==> config.mk <==
export PLATFORM = sky130hd
export DESIGN_NAME = sdram_refresh_sched
export DESIGN_NICKNAME = d
export VERILOG_FILES = /design/src/rtl/refsch_pkg.sv /design/src/rtl/refsch_interval_timer.sv /design/src/rtl/refsch_debt_ctr.sv /design/src/rtl/refsch_pacer.sv /design/src/rtl/sdram_refresh_sched.sv
export SDC_FILE = /design/constraint.sdc
export NUM_CORES = 1
export LEC_CHECK = 0
export BUFFER_PORTS_ARGS = -buffer_cell sky130_fd_sc_hd__buf_2
export CORE_MARGIN = 2
export CORE_UTILIZATION = 59
export DETAILED_ROUTE_END_ITERATION = 16
export GPL_TIMING_DRIVEN = 0
export HOLD_SLACK_MARGIN = 0.06
export PLACE_DENSITY = 0.91
export RECOVER_POWER = 25
export SKIP_LAST_GASP = 1
export SLEW_MARGIN = 20
export SYNTH_ARGS = -nofsm -noshare
export SYNTH_HDL_FRONTEND = slang
export SYNTH_HIERARCHICAL = 1
export SYNTH_SLANG_ARGS = --single-unit
==> constraint.sdc <==
create_clock -name clk -period 4.65 [get_ports clk]
set_clock_uncertainty 0.2 [all_clocks]
set_input_delay 0.93 -clock clk [delete_from_list [all_inputs] [get_ports clk]]
set_output_delay 0.93 -clock clk [all_outputs]
set_load 0.01 [all_outputs]
==> src/rtl/refsch_pkg.sv <==
package refsch_pkg;

   // Clock count for a time minimum: divide and round up.
   function automatic int unsigned ceil_div(input int unsigned num, input int unsigned den);
      return (num + den - 1) / den;
   endfunction

   // Bits needed to hold the values 0..max_val.
   function automatic int unsigned bits_for(input int unsigned max_val);
      return (max_val < 2) ? 1 : $clog2(max_val + 1);
   endfunction

endpackage

==> src/rtl/refsch_interval_timer.sv <==
module refsch_interval_timer #(
   parameter int unsigned IVL_W = 16
) (
   input  logic             clk,
   input  logic             rst_n,
   input  logic [IVL_W-1:0] interval_i,
   output logic             tick_o
);
   logic [IVL_W-1:0] cnt_q;
   logic [IVL_W:0]   cnt_inc;

   // One bit wider, so that a setting of 0 or 1 fires every cycle.
   assign cnt_inc = {1'b0, cnt_q} + {{IVL_W{1'b0}}, 1'b1};
   assign tick_o  = (cnt_inc >= {1'b0, interval_i});

   always_ff @(posedge clk or negedge rst_n) begin
      if (!rst_n)      cnt_q <= '0;
      else if (tick_o) cnt_q <= '0;
      else             cnt_q <= cnt_inc[IVL_W-1:0];
   end

   // every expiry restarts the count.
   assert_tick_restart_R2: assert property (@(posedge clk) disable iff (!rst_n)
      tick_o |=> (cnt_q == '0));

endmodule

==> src/rtl/refsch_debt_ctr.sv <==
module refsch_debt_ctr #(
   parameter int unsigned MAX_OWED = 8,
   parameter int unsigned OWED_W   = 4
) (
   input  logic clk,
   input  logic rst_n,
   input  logic tick_i,
   input  logic fire_i,
   output logic pending_o,
   output logic urgent_o
);
   logic [OWED_W-1:0] owed_q, owed_d;

   localparam logic [OWED_W-1:0] CAP = OWED_W'(MAX_OWED);
   localparam logic [OWED_W-1:0] ONE = OWED_W'(1);

   always_comb begin
      owed_d = owed_q;
      if (tick_i && !fire_i) begin
         if (owed_q != CAP) owed_d = owed_q + ONE;
      end else if (fire_i && !tick_i) begin
         owed_d = owed_q - ONE;
      end
   end

   always_ff @(posedge clk or negedge rst_n) begin
      if (!rst_n) owed_q <= '0;
      else        owed_q <= owed_d;
   end

   assign pending_o = (owed_q != '0);
   assign urgent_o  = (owed_q == CAP);

   // the owed count never passes its cap.
   assert_owed_cap_R3: assert property (@(posedge clk) disable iff (!rst_n)
      owed_q <= CAP);

   // an issued refresh without a new expiry takes exactly one off.
   assert_owed_step_R6: assert property (@(posedge clk) disable iff (!rst_n)
      (fire_i && !tick_i) |=> (owed_q == $past(owed_q) - ONE));

   // the pacer never fires against an empty count.
   assert_fire_nonempty_R6: assert property (@(posedge clk) disable iff (!rst_n)
      fire_i |-> (owed_q != '0));

   // the count is empty after reset.
   assert_reset_empty_R1: assert property (@(posedge clk)
      !rst_n |=> (owed_q == '0));

endmodule

==> src/rtl/refsch_pacer.sv <==
module refsch_pacer #(
   parameter int unsigned TRC_CLKS  = 6,
   parameter int unsigned MAX_BURST = 8
) (
   input  logic clk,
   input  logic rst_n,
   input  logic grant_i,
   input  logic pending_i,
   output logic fire_o,
   output logic done_o
);
   import refsch_pkg::*;

   localparam int unsigned BURST_W = bits_for(MAX_BURST);
   localparam int unsigned SINCE_W = bits_for(TRC_CLKS);
   localparam logic [BURST_W-1:0] BURST_CAP = BURST_W'(MAX_BURST);

   logic               window_open;
   logic [BURST_W-1:0] burst_q;

   generate
      if (TRC_CLKS > 1) begin : g_gap
         localparam int unsigned GAP_W = bits_for(TRC_CLKS - 1);
         logic [GAP_W-1:0] gap_q;

         always_ff @(posedge clk or negedge rst_n) begin
            if (!rst_n)          gap_q <= '0;
            else if (fire_o)     gap_q <= GAP_W'(TRC_CLKS - 1);
            else if (gap_q != 0) gap_q <= gap_q - GAP_W'(1);
         end

         assign window_open = (gap_q == '0);

         // no two pulses on neighbouring cycles.
         assert_single_pulse_R7: assert property (@(posedge clk) disable iff (!rst_n)
            done_o |=> !done_o);
      end else begin : g_nogap
         assign window_open = 1'b1;
      end
   endgenerate

   assign fire_o = grant_i && pending_i && window_open && (burst_q < BURST_CAP);

   always_ff @(posedge clk or negedge rst_n) begin
      if (!rst_n)        burst_q <= '0;
      else if (!grant_i) burst_q <= '0;
      else if (fire_o)   burst_q <= burst_q + BURST_W'(1);
   end

   always_ff @(posedge clk or negedge rst_n) begin
      if (!rst_n) done_o <= 1'b0;
      else        done_o <= fire_o;
   end

   // Checker state: cycles since the last pulse, saturating at the window.
   logic [SINCE_W-1:0] since_q;
   always_ff @(posedge clk or negedge rst_n) begin
      if (!rst_n)                            since_q <= SINCE_W'(TRC_CLKS);
      else if (done_o)                       since_q <= SINCE_W'(1);
      else if (since_q != SINCE_W'(TRC_CLKS)) since_q <= since_q + SINCE_W'(1);
   end

   // pulses are at least one row cycle apart.
   assert_spacing_R7: assert property (@(posedge clk) disable iff (!rst_n)
      done_o |-> (since_q == SINCE_W'(TRC_CLKS)));

   // a grant hold never issues more than the burst limit.
   assert_burst_cap_R8: assert property (@(posedge clk) disable iff (!rst_n)
      burst_q <= BURST_CAP);

endmodule

==> src/rtl/sdram_refresh_sched.sv <==
module sdram_refresh_sched #(
   parameter int unsigned CLK_PERIOD_PS = 10000,
   parameter int unsigned TRC_PS        = 60000,
   parameter int unsigned IVL_W         = 16,
   parameter int unsigned MAX_OWED      = 8,
   parameter int unsigned MAX_BURST     = 8
) (
   input  logic             clk,
   input  logic             rst_n,
   input  logic [IVL_W-1:0] interval_i,
   input  logic             grant_i,
   output logic             req_o,
   output logic             urgent_o,
   output logic             done_o
);
   import refsch_pkg::*;

   localparam int unsigned TRC_CLKS = ceil_div(TRC_PS, CLK_PERIOD_PS);
   localparam int unsigned OWED_W   = bits_for(MAX_OWED);

   generate
      if (CLK_PERIOD_PS == 0) begin : g_bad_period
         $error("CLK_PERIOD_PS must be non-zero");
      end
      if (MAX_OWED < 1) begin : g_bad_owed
         $error("MAX_OWED must be at least 1");
      end
      if (MAX_BURST < 1) begin : g_bad_burst
         $error("MAX_BURST must be at least 1");
      end
      if (IVL_W < 2) begin : g_bad_ivl
         $error("IVL_W must be at least 2");
      end
   endgenerate

   logic tick, fire, pending, urgent;

   refsch_interval_timer #(.IVL_W(IVL_W)) u_timer (
      .clk        (clk),
      .rst_n      (rst_n),
      .interval_i (interval_i),
      .tick_o     (tick)
   );

   refsch_debt_ctr #(.MAX_OWED(MAX_OWED), .OWED_W(OWED_W)) u_debt (
      .clk       (clk),
      .rst_n     (rst_n),
      .tick_i    (tick),
      .fire_i    (fire),
      .pending_o (pending),
      .urgent_o  (urgent)
   );

   refsch_pacer #(.TRC_CLKS(TRC_CLKS), .MAX_BURST(MAX_BURST)) u_pacer (
      .clk       (clk),
      .rst_n     (rst_n),
      .grant_i   (grant_i),
      .pending_i (pending),
      .fire_o    (fire),
      .done_o    (done_o)
   );

   assign req_o    = pending;
   assign urgent_o = urgent;

   // a pulse follows a cycle with both grant and request.
   assert_done_needs_grant_R6: assert property (@(posedge clk) disable iff (!rst_n)
      done_o |-> ($past(grant_i) && $past(req_o)));

   // urgent implies a pending request.
   assert_urgent_req_R5: assert property (@(posedge clk) disable iff (!rst_n)
      urgent_o |-> req_o);

   // outputs are quiet right after reset.
   assert_reset_quiet_R1: assert property (@(posedge clk)
      !rst_n |=> (!req_o && !done_o));

endmodule

==> results of run 1 <==
sequential cells by signal, indices dropped and copies added, names as in the netlist:
| name | flops |
|---|---|
| u_pacer/g_gap.gap_q | 3 |
| u_timer/cnt_q | 16 |
| u_pacer/done_o | 1 |
| u_debt/owed_q | 4 |
| u_pacer/burst_q | 4 |
power by group:
group | total, mW | internal, mW | switching [mW]
clock network | 0.160 | 0.0872 | 0.0731
logic | 0.362 | 0.182 | 0.181
registers | 0.374 | 0.305 | 0.0690
metrics by stage:
step / total power [mW] / utilization, % / cell area [sq um]
floorplan: 0.6491 / - / 2039
global placement: 0.7158 / 65.99 / 2202
detailed placement: 0.7426 / 65.99 / 2202
CTS: 0.9062 / 67.57 / 2255
global route: 0.9755 / 67.53 / 2253
finish: 0.8964 / 67.53 / 2253
final cells by class:
cell class,instances,area (sq um)
Tap cell,46,57.56
Fill cell,287,1084
Clock inverter,1,30.03
Sequential cell,28,700.7
Multi-Input combinational cell,140,1219
Buffer,4,41.29
Timing Repair Buffer,21,103.9
Inverter,21,78.83
Clock buffer,3,22.52
placed cells by master, fill, tap and decap left out, types with 4 or more instances in the layout:
cell type   n
nand3_1     8
dfrtp_1    28
inv_1      20
nor3b_1     5
nand4_1     6
a21oi_1    10
a211oi_1    4
xnor2_1    11
nor3_1      4
nor3b_2    10
buf_2      20
nor2_1      6
nand2_1     8
ha_1       22
worst max-delay path, stage by stage (launching register included):
cell and delay (ns):
dfrtp_1 0.45, ha_1 0.33, and4_4 0.30, nand4_2 0.13
xnor2_2 0.16, ha_1 0.30, nand3_1 0.10, nor3_1 0.38
nand3_1 0.20, nand4_4 0.20, or2_2 0.16, and2b_1 0.17
inv_2 0.08, ha_1 0.32, a21oi_1 0.26, a211oi_1 0.12
nor4_1 0.28
worst max path at each step:
| stage | endpoint | cells past startpoint |
|---|---|---|
| CTS | u_debt/owed_q[3]$_DFFE_PN0P_ | 16 |
| floorplan | u_debt/owed_q[3]$_DFFE_PN0P_ | 16 |
| finish | u_debt/owed_q[3]$_DFFE_PN0P_ | 16 |
| global route | u_debt/owed_q[3]$_DFFE_PN0P_ | 16 |
| global placement | u_debt/owed_q[3]$_DFFE_PN0P_ | 17 |
| detailed placement | u_debt/owed_q[3]$_DFFE_PN0P_ | 16 |
cells by family (layout without fill, tap and decap cells):
group                      count (synthesis)  in the layout  share of synthesized area, %
and+or+nand+nor                           73             73                         27.42
DFF                                       28             28                         34.36
AOI/OAI and AO/OA                         26             26                         9.325
buffers and inverters                     25             50                         5.889
adders and majority gates                 23             23                         14.48
xor gates and xnor gates                  15             15                         6.810
muxes                                      3              3                         1.718
metal layers:
| metal | vias up | GRT usage, % | routed length [um] |
|---|---|---|---|
| met5 | - | 0 | 0 |
| met4 | 0 | 5.278 | 44 |
| met3 | 6 | 4.685 | 117 |
| met2 | 22 | 38.17 | 1844 |
| met1 | 723 | 22.79 | 1480 |
| li1 | 738 | - | - |
==> results by group, run 1 <==
GRT
  • Number of global-route vias before repair: 1556
  • Largest net degree at the start of global routing: 29
  • Grt total ovfl: 0
  • First-pass GRT wire length: between 6000 and 7000 um
  • GRT Util Overall: between 20% and 30%
  • Initial antenna violation count: 0

Hold path
  • Hold path endpoint: u_pacer/g_gap.gap_q[2]$_DFFE_PN0P_
  • HP Start: u_pacer/g_gap.gap_q[2]$_DFFE_PN0P_
  • Worst Hold Class: flip-flop to flip-flop
  • WHS Path Cells: 1

STA
  • Worst hold slack: between 0.2 and 0.3 ns
  • Max Slew Vio Count: 0
  • Final Worst Setup Slack: 0.4073 ns
  • Max_slew headroom: between 2 and 3%
  • Maximum clock rate: 0.2357 GHz
  • Final Hold Fails: 0
  • Actual slew at the worst max-slew pin: 1.457 ns
  • Unrepaired setup endpoints after global routing: false
  • Crit share post-route: between 90% and 100%
  • Min Tclk post-route: 4.243 ns
  • Setup TNS: 0 ns
  • Final setup viols: 0

Route
  • Avg WL per Cell: 13.20 um
  • Antenna Nets Post-Route: 0
  • Vias per cell: 5.640
  • Initial DRC Count: 41
  • Routed Wire Length: 3486 um
  • # DRC: 0
  • TritonRoute pass-1 iters: 4
  • Routed vias: between 1000 and 1500

Placed design
  • Place WS: approximately 0.38 ns
  • I/O Buffers: 21
  • HPWL after DPL: 2726 um
  • Cells after DPL: 260
  • Routability cong.: roughly 0.79

Floorplanning
  • Row Count: 21
  • I/O pin total: 22
  • Initial Util: between 60% and 70%
  • Die Y: around 63 um
  • Core box area: approximately 3300 sq um
  • Die area: ~4000 sq um
  • Die Width: between 60 and 70 um

Setup path
  • Crit path kind: flip-flop to flip-flop
  • Worst setup SP type: flip-flop
  • Worst reg2reg path depth: 16
  • Crit path arrival time: 4.29 ns
  • R2r setup slk: 0.41 ns
  • Reg2Reg Launch Point: u_timer/cnt_q[0]$_DFF_PN0_
  • Worst Setup End Kind: flip-flop
  • CP startpoint: u_timer/cnt_q[0]$_DFF_PN0_
  • Req. time, crit path: 4.70 ns
  • CP Max Fanout: 8
  • Reg-to-reg critical path endpoint: u_debt/owed_q[3]$_DFFE_PN0P_

Yosys
  • Syn Nets: 235
  • Synth warnings: 6
  • Post-synthesis sequential area ratio: about a third
  • Synth Register Bits: 28
  • Post-synth EDFFs: 0
  • Unique cell type count in the Yosys netlist: 49
  • Cells after synthesis: just under 200
  • Area leader, netlist: dfrtp_1
  • Top-count cell post-synth: dfrtp_1
  • Top FF cell, synth: dfrtp_1
  • Syn Area/Cell: 10.57 sq um
  • Post-Syn Area: 2039 sq um
  • Area contributors post-synth: dfrtp_1 34%, ha_1 13%, nor3b_2 6.1%
  • Synth cell count leaders: 28 x dfrtp_1, 22 x ha_1, 20 x inv_1
  • Top-area cell type share of the netlist area: around 34%
  • Post-synth ARST share: 100.0%

Clock network
  • CTS Root Cell: clkbuf_4
  • Total CTS buffers: 3
  • Post_cts resized: 0
  • Htree depth: 1
  • Worst skew pair latency: around 0.34 ns
  • CTS tree: yes
  • Clk sinks: 28
  • Max clock buf depth: 2
  • Clock Pin Slew Worst Setup and Hold Paths: between 0.15 and 0.2 ns
  • Quantity of hold-fixing buffers added after cts: 0
  • Post-CTS Setup Bufs: 0

Power
  • Pleak: ~1.1 nW
  • Peak VDD IR: around 0.00038 V
  • Power per cell area: a little under 400 nW/um^2

Finish
  • Diode count: 0
  • Layout Nets: ~260
  • Final Non-Filler Cells: roughly 260
  • Area growth, synth to finish: 10.49%
  • Layout cells sized above 1: between 20% and 30%

Run status
  • Status: finished, final reports clean

Flow run
  • Max Cap Violations: 0
Note: power is estimated with default switching activity, not from simulation.
==> inputs of run 2 (changes only) <==
--- a/config.mk
+++ b/config.mk
@@ -6,8 +6,10 @@
 export NUM_CORES = 1
 export LEC_CHECK = 0
 export BUFFER_PORTS_ARGS = -buffer_cell sky130_fd_sc_hd__buf_2
+export CORE_ASPECT_RATIO = 1.25
 export CORE_MARGIN = 2
 export CORE_UTILIZATION = 59
+export CTS_CLUSTER_SIZE = 16
 export DETAILED_ROUTE_END_ITERATION = 16
 export GPL_TIMING_DRIVEN = 0
 export HOLD_SLACK_MARGIN = 0.06
==> constraint.sdc (replaced) <==
create_clock -name clk -period 4.85 [get_ports clk]
set_clock_uncertainty 0.2 [all_clocks]
set_input_delay 0.97 -clock clk [delete_from_list [all_inputs] [get_ports clk]]
set_output_delay 0.97 -clock clk [all_outputs]
set_load 0.01 [all_outputs]
==> results by group, run 2 (same netlist as run 1, synthesis figures left out) <==
Run status
  • Status: finished, violations left
  • Failing checks: max-capacitance violations

Power
  • Pleak: 1.128 nW (+0.69%)
  • Peak VDD IR: 0.0003269 V (-13%)
  • Power per cell area: 395.0 nW/um^2 (-0.71%)

Setup path
  • Req. time, crit path: 4.83 ns (+0.13 ns)
  • Worst reg2reg path depth: 16 (unchanged)
  • Critical path's top delay family: simple AND/OR/NAND/NOR gates
  • Biggest cell delay along the critical path: 0.43 ns (-0.02 ns)
  • Worst setup SP type: flip-flop
  • CP Max Fanout: 8 (unchanged)
  • Slowest-stage cell, CP: dfrtp_1
  • Critical-path cell list: ha_1 > and4_4 > nand4_2 > xnor2_2 > ha_1 > nand3_1 > nor3_1 > nand3_1 > nand4_4 > or2_2 > and2b_1 > inv_2 > ha_1 > a21oi_1 > a211oi_1 > nor4_1
  • Crit path kind: flip-flop to flip-flop
  • Worst Setup End Kind: flip-flop
  • Crit path arrival time: 4.24 ns (-0.05 ns)
  • Crit-path most repeated cell: ha_1
  • CP Buf/Inv Count: 1 (unchanged)
  • Critical Path Stages: 16 (unchanged)

Clock network
  • Max clock buf depth: 2 (unchanged)
  • Htree depth: 1 (unchanged)
  • Clk sinks: 28 (unchanged)
  • CTS tree: yes
  • Post-CTS Setup Bufs: 0 (unchanged)
  • Worst skew pair latency: 0.28 ns (-0.06 ns)
  • Post_cts resized: 0 (unchanged)
  • Clock Pin Slew Worst Setup and Hold Paths: 0.10 ns (-0.06 ns)
  • Quantity of hold-fixing buffers added after cts: 0 (unchanged)
  • CTS Root Cell: clkbuf_8
  • Total CTS buffers: 3 (unchanged)

Floorplanning
  • Die Width: 56.59 um (-9.9%)
  • Die Y: 69.74 um (+11%)
  • Core box area: 3252 sq um (-2.5%)
  • Row Count: 23 (+9.5%)
  • I/O pin total: 22 (unchanged)
  • Initial Util: 62.72% (+1.6 points)
  • Die area: 3946 sq um (about the same)

STA
  • Max Slew Vio Count: 0 (unchanged)
  • Maximum clock rate: 0.2348 GHz (-0.39%)
  • Max_slew headroom: 0.6329% (-2.2 points)
  • Min Tclk post-route: 4.259 ns (+0.01641 ns)
  • Unrepaired setup endpoints after global routing: false
  • Final setup viols: 0 (unchanged)
  • Final Worst Setup Slack: 0.5909 ns (+0.1836 ns)
  • Worst hold slack: 0.2922 ns (-0.0007610 ns)
  • Actual slew at the worst max-slew pin: 1.491 ns (+0.03304 ns)
  • Setup TNS: 0 ns (unchanged)
  • Crit share post-route: 87.82% (-3.4 points)
  • Final Hold Fails: 0 (unchanged)

Finish
  • Diode count: 0 (unchanged)
  • Fillers: 249 (-13%)
  • Commonest cells after routing, fill and taps aside: 28 x dfrtp_1, 22 x ha_1, 20 x buf_2, 20 x inv_1, 11 x xnor2_1
  • Layout cells sized above 1: 25.23% (unchanged)
  • Final Util: 69.53% (+2.0 points)
  • Layout Nets: 261 (unchanged)
  • Area growth, synth to finish: 10.86%
  • Largest Register: u_timer/cnt_q
  • Most common cell after layout, fill and taps aside: dfrtp_1
  • Final instance area: 2261 sq um (+0.33%)
  • Largest regs: u_timer/cnt_q: 16 flops, u_debt/owed_q: 4 flops, u_pacer/burst_q: 4 flops
  • Max FFs per register: 16 (unchanged)

Placed design
  • Routability cong.: 0.7658 (-3.0%)
  • Cell Area, Placed: 2191 sq um (-0.51%)
  • I/O Buffers: 21 (unchanged)
  • Place WS: 0.5738 ns (+0.1935 ns)
  • HPWL after DPL: 2786 um (+2.2%)

Route
  • Routed vias: 1494 (+0.34%)
  • # DRC: 0 (unchanged)
  • Routed Wire Length: 3640 um (+4.4%)
  • Vias per cell: 5.859 (+3.9%)
  • Antenna Nets Post-Route: 0 (unchanged)
  • Initial DRC Count: 41 (unchanged)
  • Avg WL per Cell: 14.27 um (+8.1%)
  • TritonRoute pass-1 iters: 4 (unchanged)

Flow run
  • Max Cap Violations: 1 (+1)

GRT
  • Initial antenna violation count: 0 (unchanged)
  • Grt total ovfl: 0 (unchanged)
  • First-pass GRT wire length: 6417 um (-0.42%)
  • Number of global-route vias before repair: 1625 (+4.4%)
  • GRT Util Overall: 20.15% (-0.094 points)
  • Largest net degree at the start of global routing: 29 (unchanged)

Hold path
  • WHS Path Cells: 1 (unchanged)
  • Worst Hold Class: flip-flop to flip-flop
[run 2: changes by cell type in the layout (fill, tap and decap cells not counted)]
cell / delta
clkbuf_4: -3
clkbuf_8: +3
[run 2: through the flow]
stage	total power, mW	instances
after global placement	0.6875	251
after CTS	0.9021	255
after floorplan	0.6223	193
final	0.8930	255
after global routing	0.9641	255
after detailed placement	0.7102	251
[run 2: where the power goes]
part / switching (mW) / internal, mW / total [mW]
clock network: 0.0751 / 0.111 / 0.186
registers: 0.0690 / 0.292 / 0.361
logic: 0.172 / 0.174 / 0.346
total: 0.316 / 0.577 / 0.893
[run 2: cell type report]
cell class / instances / area [sq um] / share of cell area, %
buffer: 4 / 41.29 / 1.826
clock buffer: 3 / 41.29 / 1.826
clock inverter: 1 / 30.03 / 1.328
inverter: 21 / 78.83 / 3.486
multi-input combinational: 140 / 1219 / 53.90
sequential: 28 / 700.7 / 30.99
tap: 37 / 46.29 / 2.048
timing repair buffer: 21 / 103.9 / 4.593
[run 2: worst paths after layout]
kind / start / endpoint / slack [ns]
max: u_timer/cnt_q[0]$_DFF_PN0_ / u_debt/owed_q[3]$_DFFE_PN0P_ / 0.59
max in group asynchronous: rst_n / u_timer/cnt_q[5]$_DFF_PN0_ / 2.75
min reg2reg: u_pacer/g_gap.gap_q[2]$_DFFE_PN0P_ / u_pacer/g_gap.gap_q[2]$_DFFE_PN0P_ / 0.29
max reg2reg: u_timer/cnt_q[0]$_DFF_PN0_ / u_debt/owed_q[3]$_DFFE_PN0P_ / 0.59
min in group asynchronous: rst_n / u_pacer/burst_q[3]$_DFFE_PN0P_ / 0.82
min: u_pacer/g_gap.gap_q[2]$_DFFE_PN0P_ / u_pacer/g_gap.gap_q[2]$_DFFE_PN0P_ / 0.29
[run 2: per-layer routing]
layer	wire [um]	global-route usage, %
met1	1503	21.27
met2	1980	38.24
met3	74	2.239
met4	81	9.788
met5	0	0
==> inputs of run 3 (changes only) <==
--- a/config.mk
+++ b/config.mk
@@ -5,7 +5,8 @@
 export SDC_FILE = /design/constraint.sdc
 export NUM_CORES = 1
 export LEC_CHECK = 0
-export BUFFER_PORTS_ARGS = -buffer_cell sky130_fd_sc_hd__buf_2
+export ABC_AREA = 1
+export BUFFER_PORTS_ARGS = -buffer_cell sky130_fd_sc_hd__buf_4
 export CORE_ASPECT_RATIO = 1.25
 export CORE_MARGIN = 2
 export CORE_UTILIZATION = 59
@@ -15,7 +16,6 @@
 export HOLD_SLACK_MARGIN = 0.06
 export PLACE_DENSITY = 0.91
 export RECOVER_POWER = 25
-export SKIP_LAST_GASP = 1
 export SLEW_MARGIN = 20
 export SYNTH_ARGS = -nofsm -noshare
 export SYNTH_HDL_FRONTEND = slang
==> results by group, run 3 <==
Finish
  • Layout Nets: 342 (+31%)
  • Largest regs: u_timer/cnt_q: 16 flops, u_debt/owed_q: 4 flops, u_pacer/burst_q: 4 flops
  • Max FFs per register: 16 (unchanged)
  • Fillers: 275 (+10%)
  • Commonest cells after routing, fill and taps aside: 56 x nand2_1, 54 x inv_1, 28 x nor2_1, 28 x dfrtp_1, 22 x ha_1
  • Final Util: 69.55% (about the same)
  • Diode count: 0 (unchanged)
  • Most common cell after layout, fill and taps aside: nand2_1
  • Layout cells sized above 1: 20.74% (-4.5 points)
  • Area growth, synth to finish: 12.24%
  • Final instance area: 2444 sq um (+8.1%)
  • Largest Register: u_timer/cnt_q

GRT
  • Initial antenna violation count: 0 (unchanged)
  • Number of global-route vias before repair: 1636 (+0.68%)
  • Grt total ovfl: 0 (unchanged)
  • First-pass GRT wire length: 6499 um (+1.3%)
  • GRT Util Overall: 19.90% (-0.25 points)
  • Largest net degree at the start of global routing: 29 (unchanged)

Floorplanning
  • I/O pin total: 22 (unchanged)
  • Die Width: 58.33 um (+3.1%)
  • Core box area: 3513 sq um (+8.0%)
  • Die area: 4195 sq um (+6.3%)
  • Row Count: 24 (+4.3%)
  • Die Y: 71.92 um (+3.1%)
  • Initial Util: 61.97% (-0.75 points)

Setup path
  • Worst setup SP type: flip-flop
  • Crit-path most repeated cell: nand2_1
  • CP Max Fanout: 12 (+4)
  • Reg2Reg Launch Point: u_timer/cnt_q[0]$_DFF_PN0_
  • Critical path's top delay family: simple AND/OR/NAND/NOR gates
  • Crit path kind: flip-flop to flip-flop
  • Slowest-stage cell, CP: dfrtp_1
  • Biggest cell delay along the critical path: 0.42 ns (about the same)
  • CP Buf/Inv Count: 4 (+3)
  • Worst Setup End Kind: flip-flop
  • CP startpoint: u_timer/cnt_q[0]$_DFF_PN0_
  • Req. time, crit path: 4.86 ns (+0.03 ns)
  • Crit path arrival time: 4.07 ns (-0.17 ns)

STA
  • Worst hold slack: 0.3056 ns (+0.01343 ns)
  • Maximum clock rate: 0.2467 GHz (+5.1%)
  • Min Tclk post-route: 4.054 ns (-0.2054 ns)
  • Setup TNS: 0 ns (unchanged)
  • Final Hold Fails: 0 (unchanged)
  • Crit share post-route: 83.58% (-4.2 points)
  • Max_slew headroom: 3.592% (+3.0 points)
  • Actual slew at the worst max-slew pin: 1.446 ns (-0.04439 ns)
  • Max Slew Vio Count: 0 (unchanged)
  • Final setup viols: 0 (unchanged)
  • Unrepaired setup endpoints after global routing: false

Clock network
  • Post-CTS Setup Bufs: 0 (unchanged)
  • Total CTS buffers: 3 (unchanged)
  • Htree depth: 1 (unchanged)
  • Quantity of hold-fixing buffers added after cts: 0 (unchanged)
  • Worst skew pair latency: 0.27 ns (about the same)
  • Max clock buf depth: 2 (unchanged)
  • Post_cts resized: 0 (unchanged)
  • CTS tree: yes
  • CTS Root Cell: clkbuf_8
  • Clock Pin Slew Worst Setup and Hold Paths: 0.09 ns (about the same)
  • Clk sinks: 28 (unchanged)

Route
  • Initial DRC Count: 51 (+24%)
  • Routed vias: 1676 (+12%)
  • Routed Wire Length: 3727 um (+2.4%)
  • Avg WL per Cell: 11.03 um (-23%)
  • Vias per cell: 4.959 (-15%)
  • Antenna Nets Post-Route: 0 (unchanged)
  • # DRC: 0 (unchanged)
  • TritonRoute pass-1 iters: 4 (unchanged)

Yosys
  • Unique cell type count in the Yosys netlist: 27 (-45%)
  • Top-count cell post-synth: nand2_1
  • Synth cell count leaders: 56 x nand2_1, 54 x inv_1, 28 x dfrtp_1, 28 x nor2_1, 22 x ha_1
  • Compound-gate portion of the synthesized area: 2.931% (-6.4 points)
  • Multiplexer share of the synthesized area: 0% (-1.7 points)
  • Syn Nets: 317 (+35%)
  • Area leader, netlist: dfrtp_1
  • Synth Register Bits: 28 (unchanged)
  • Synth warnings: 6 (unchanged)
  • Simple-Gate Fraction of Synth Area: 33.10% (+5.7 points)
  • Top-area cell type share of the netlist area: 32.18% (-2.2 points)
  • Top FF cell, synth: dfrtp_1
  • Post-synth ARST share: 100.0% (unchanged)
  • Post-synthesis sequential area ratio: 32.18% (-2.2 points)
  • Largest family of logic cells by synthesized area: simple AND/OR/NAND/NOR gates
  • Post-Syn Area: 2177 sq um (+6.7%)
  • Synth Area in XOR/XNOR: 6.437% (-0.37 points)
  • Cells after synthesis: 275 (+42%)
  • Area contributors post-synth: dfrtp_1 32%, ha_1 13%, nand2_1 9.7%
  • Adder-Cell Fraction of Synth Area: 13.56% (-0.92 points)
  • Syn Area/Cell: 7.917 sq um (-25%)
  • Post-synth EDFFs: 0 (unchanged)

Hold path
  • Worst Hold Class: flip-flop to flip-flop
  • HP Start: u_pacer/g_gap.gap_q[0]$_DFFE_PN0P_

Power
  • Peak VDD IR: 0.0002952 V (-9.7%)
  • Power per cell area: 390.6 nW/um^2 (-1.1%)
  • Pleak: 1.384 nW (+23%)

Flow run
  • Max Cap Violations: 0 (-1)

Placed design
  • HPWL after DPL: 3038 um (+9.1%)
  • I/O Buffers: 20 (-4.8%)
  • Routability cong.: 0.8064 (+5.3%)
  • Cell Area, Placed: 2376 sq um (+8.5%)

Run status
  • Status: finished, final reports clean
[run 3: cell types whose count changed after synthesis, sizes merged, moves of 5 or more]
| cell | before | now |
|---|---|---|
| nor3b | 15 | 0 |
| nand3 | 8 | 20 |
| a21oi | 10 | 4 |
| xnor2 | 12 | 6 |
| nand4 | 9 | 4 |
| xor2 | 3 | 10 |
| nand2 | 9 | 64 |
| inv | 21 | 60 |
| nor2 | 7 | 46 |
| nor3 | 5 | 0 |
[run 3: worst paths after layout]
kind	to	slack, ns	depth (start not counted)
max in group asynchronous	u_timer/cnt_q[2]$_DFF_PN0_	2.79	1
min in group asynchronous	u_debt/owed_q[2]$_DFFE_PN0P_	0.82	1
min	u_pacer/g_gap.gap_q[0]$_DFFE_PN0P_	0.31	2
min reg2reg	u_pacer/g_gap.gap_q[0]$_DFFE_PN0P_	0.31	2
max	u_debt/owed_q[3]$_DFFE_PN0P_	0.80	25
max reg2reg	u_debt/owed_q[3]$_DFFE_PN0P_	0.80	25
[run 3: power breakdown]
group / switching, mW / total [mW] / internal [mW] / leakage [nW]
Combinational: 0.242 / 0.421 / 0.179 / 0.986
Clock: 0.0700 / 0.180 / 0.110 / 0.0357
Sequential: 0.0592 / 0.353 / 0.294 / 0.362
[run 3: routing by layer]
layer | GRT usage (%) | vias up | part of all wire (%)
li1 | - | 880 | -
met1 | 22.42 | 767 | 42
met2 | 38.95 | 25 | 55
met3 | 1.070 | 4 | 2.1
met4 | 6.202 | 0 | 0.97
met5 | 0 | - | 0
[run 3: cell families after synthesis]
logic type | count (synthesis)
simple gates | 135
xor+xnor | 16
buf+inv | 62
flops | 28
compound gates | 11
fa+ha+maj | 23
[run 3: worst register-to-register path: stages, from the launching register on]
cell and delay, ns:
dfrtp_1 0.42, ha_1 0.20, nand2_2 0.08, nor2_4 0.12
nand2_2 0.11, nor2_2 0.16, nand3_1 0.11, xor2_1 0.31
inv_1 0.08, ha_1 0.31, nand2_1 0.07, nor2_1 0.14
nand3_1 0.08, o21ai_0 0.16, nand2_1 0.10, nand3_4 0.15
buf_12 0.19, nand2_1 0.17, ha_1 0.34, nor2_1 0.11
inv_1 0.05, nand2_1 0.07, inv_1 0.04, nand2_1 0.06
nand3_1 0.07, nand2_1 0.07
[run 3: metrics by stage]
stage               instances  worst slack (ns)  total power, mW
floorplan                 275             1.272           0.6772
global placement          334            0.9512           0.7486
detailed placement        334            0.8625           0.7781
CTS                       338            0.8031           0.9650
global route              338            0.3972            1.041
finish                    338            0.7964           0.9545
[run 3: area by class of cell]
cell class | count | area (sq um) | share of cell area, %
well taps | 39 | 48.80 | 1.997
plain buffers | 2 | 31.28 | 1.280
multi-input cells | 185 | 1220 | 49.92
clock inverters | 1 | 30.03 | 1.229
flip-flops and latches | 28 | 700.7 | 28.67
clock buffers | 3 | 41.29 | 1.690
repair buffers | 20 | 146.4 | 5.991
inverters | 60 | 225.2 | 9.217
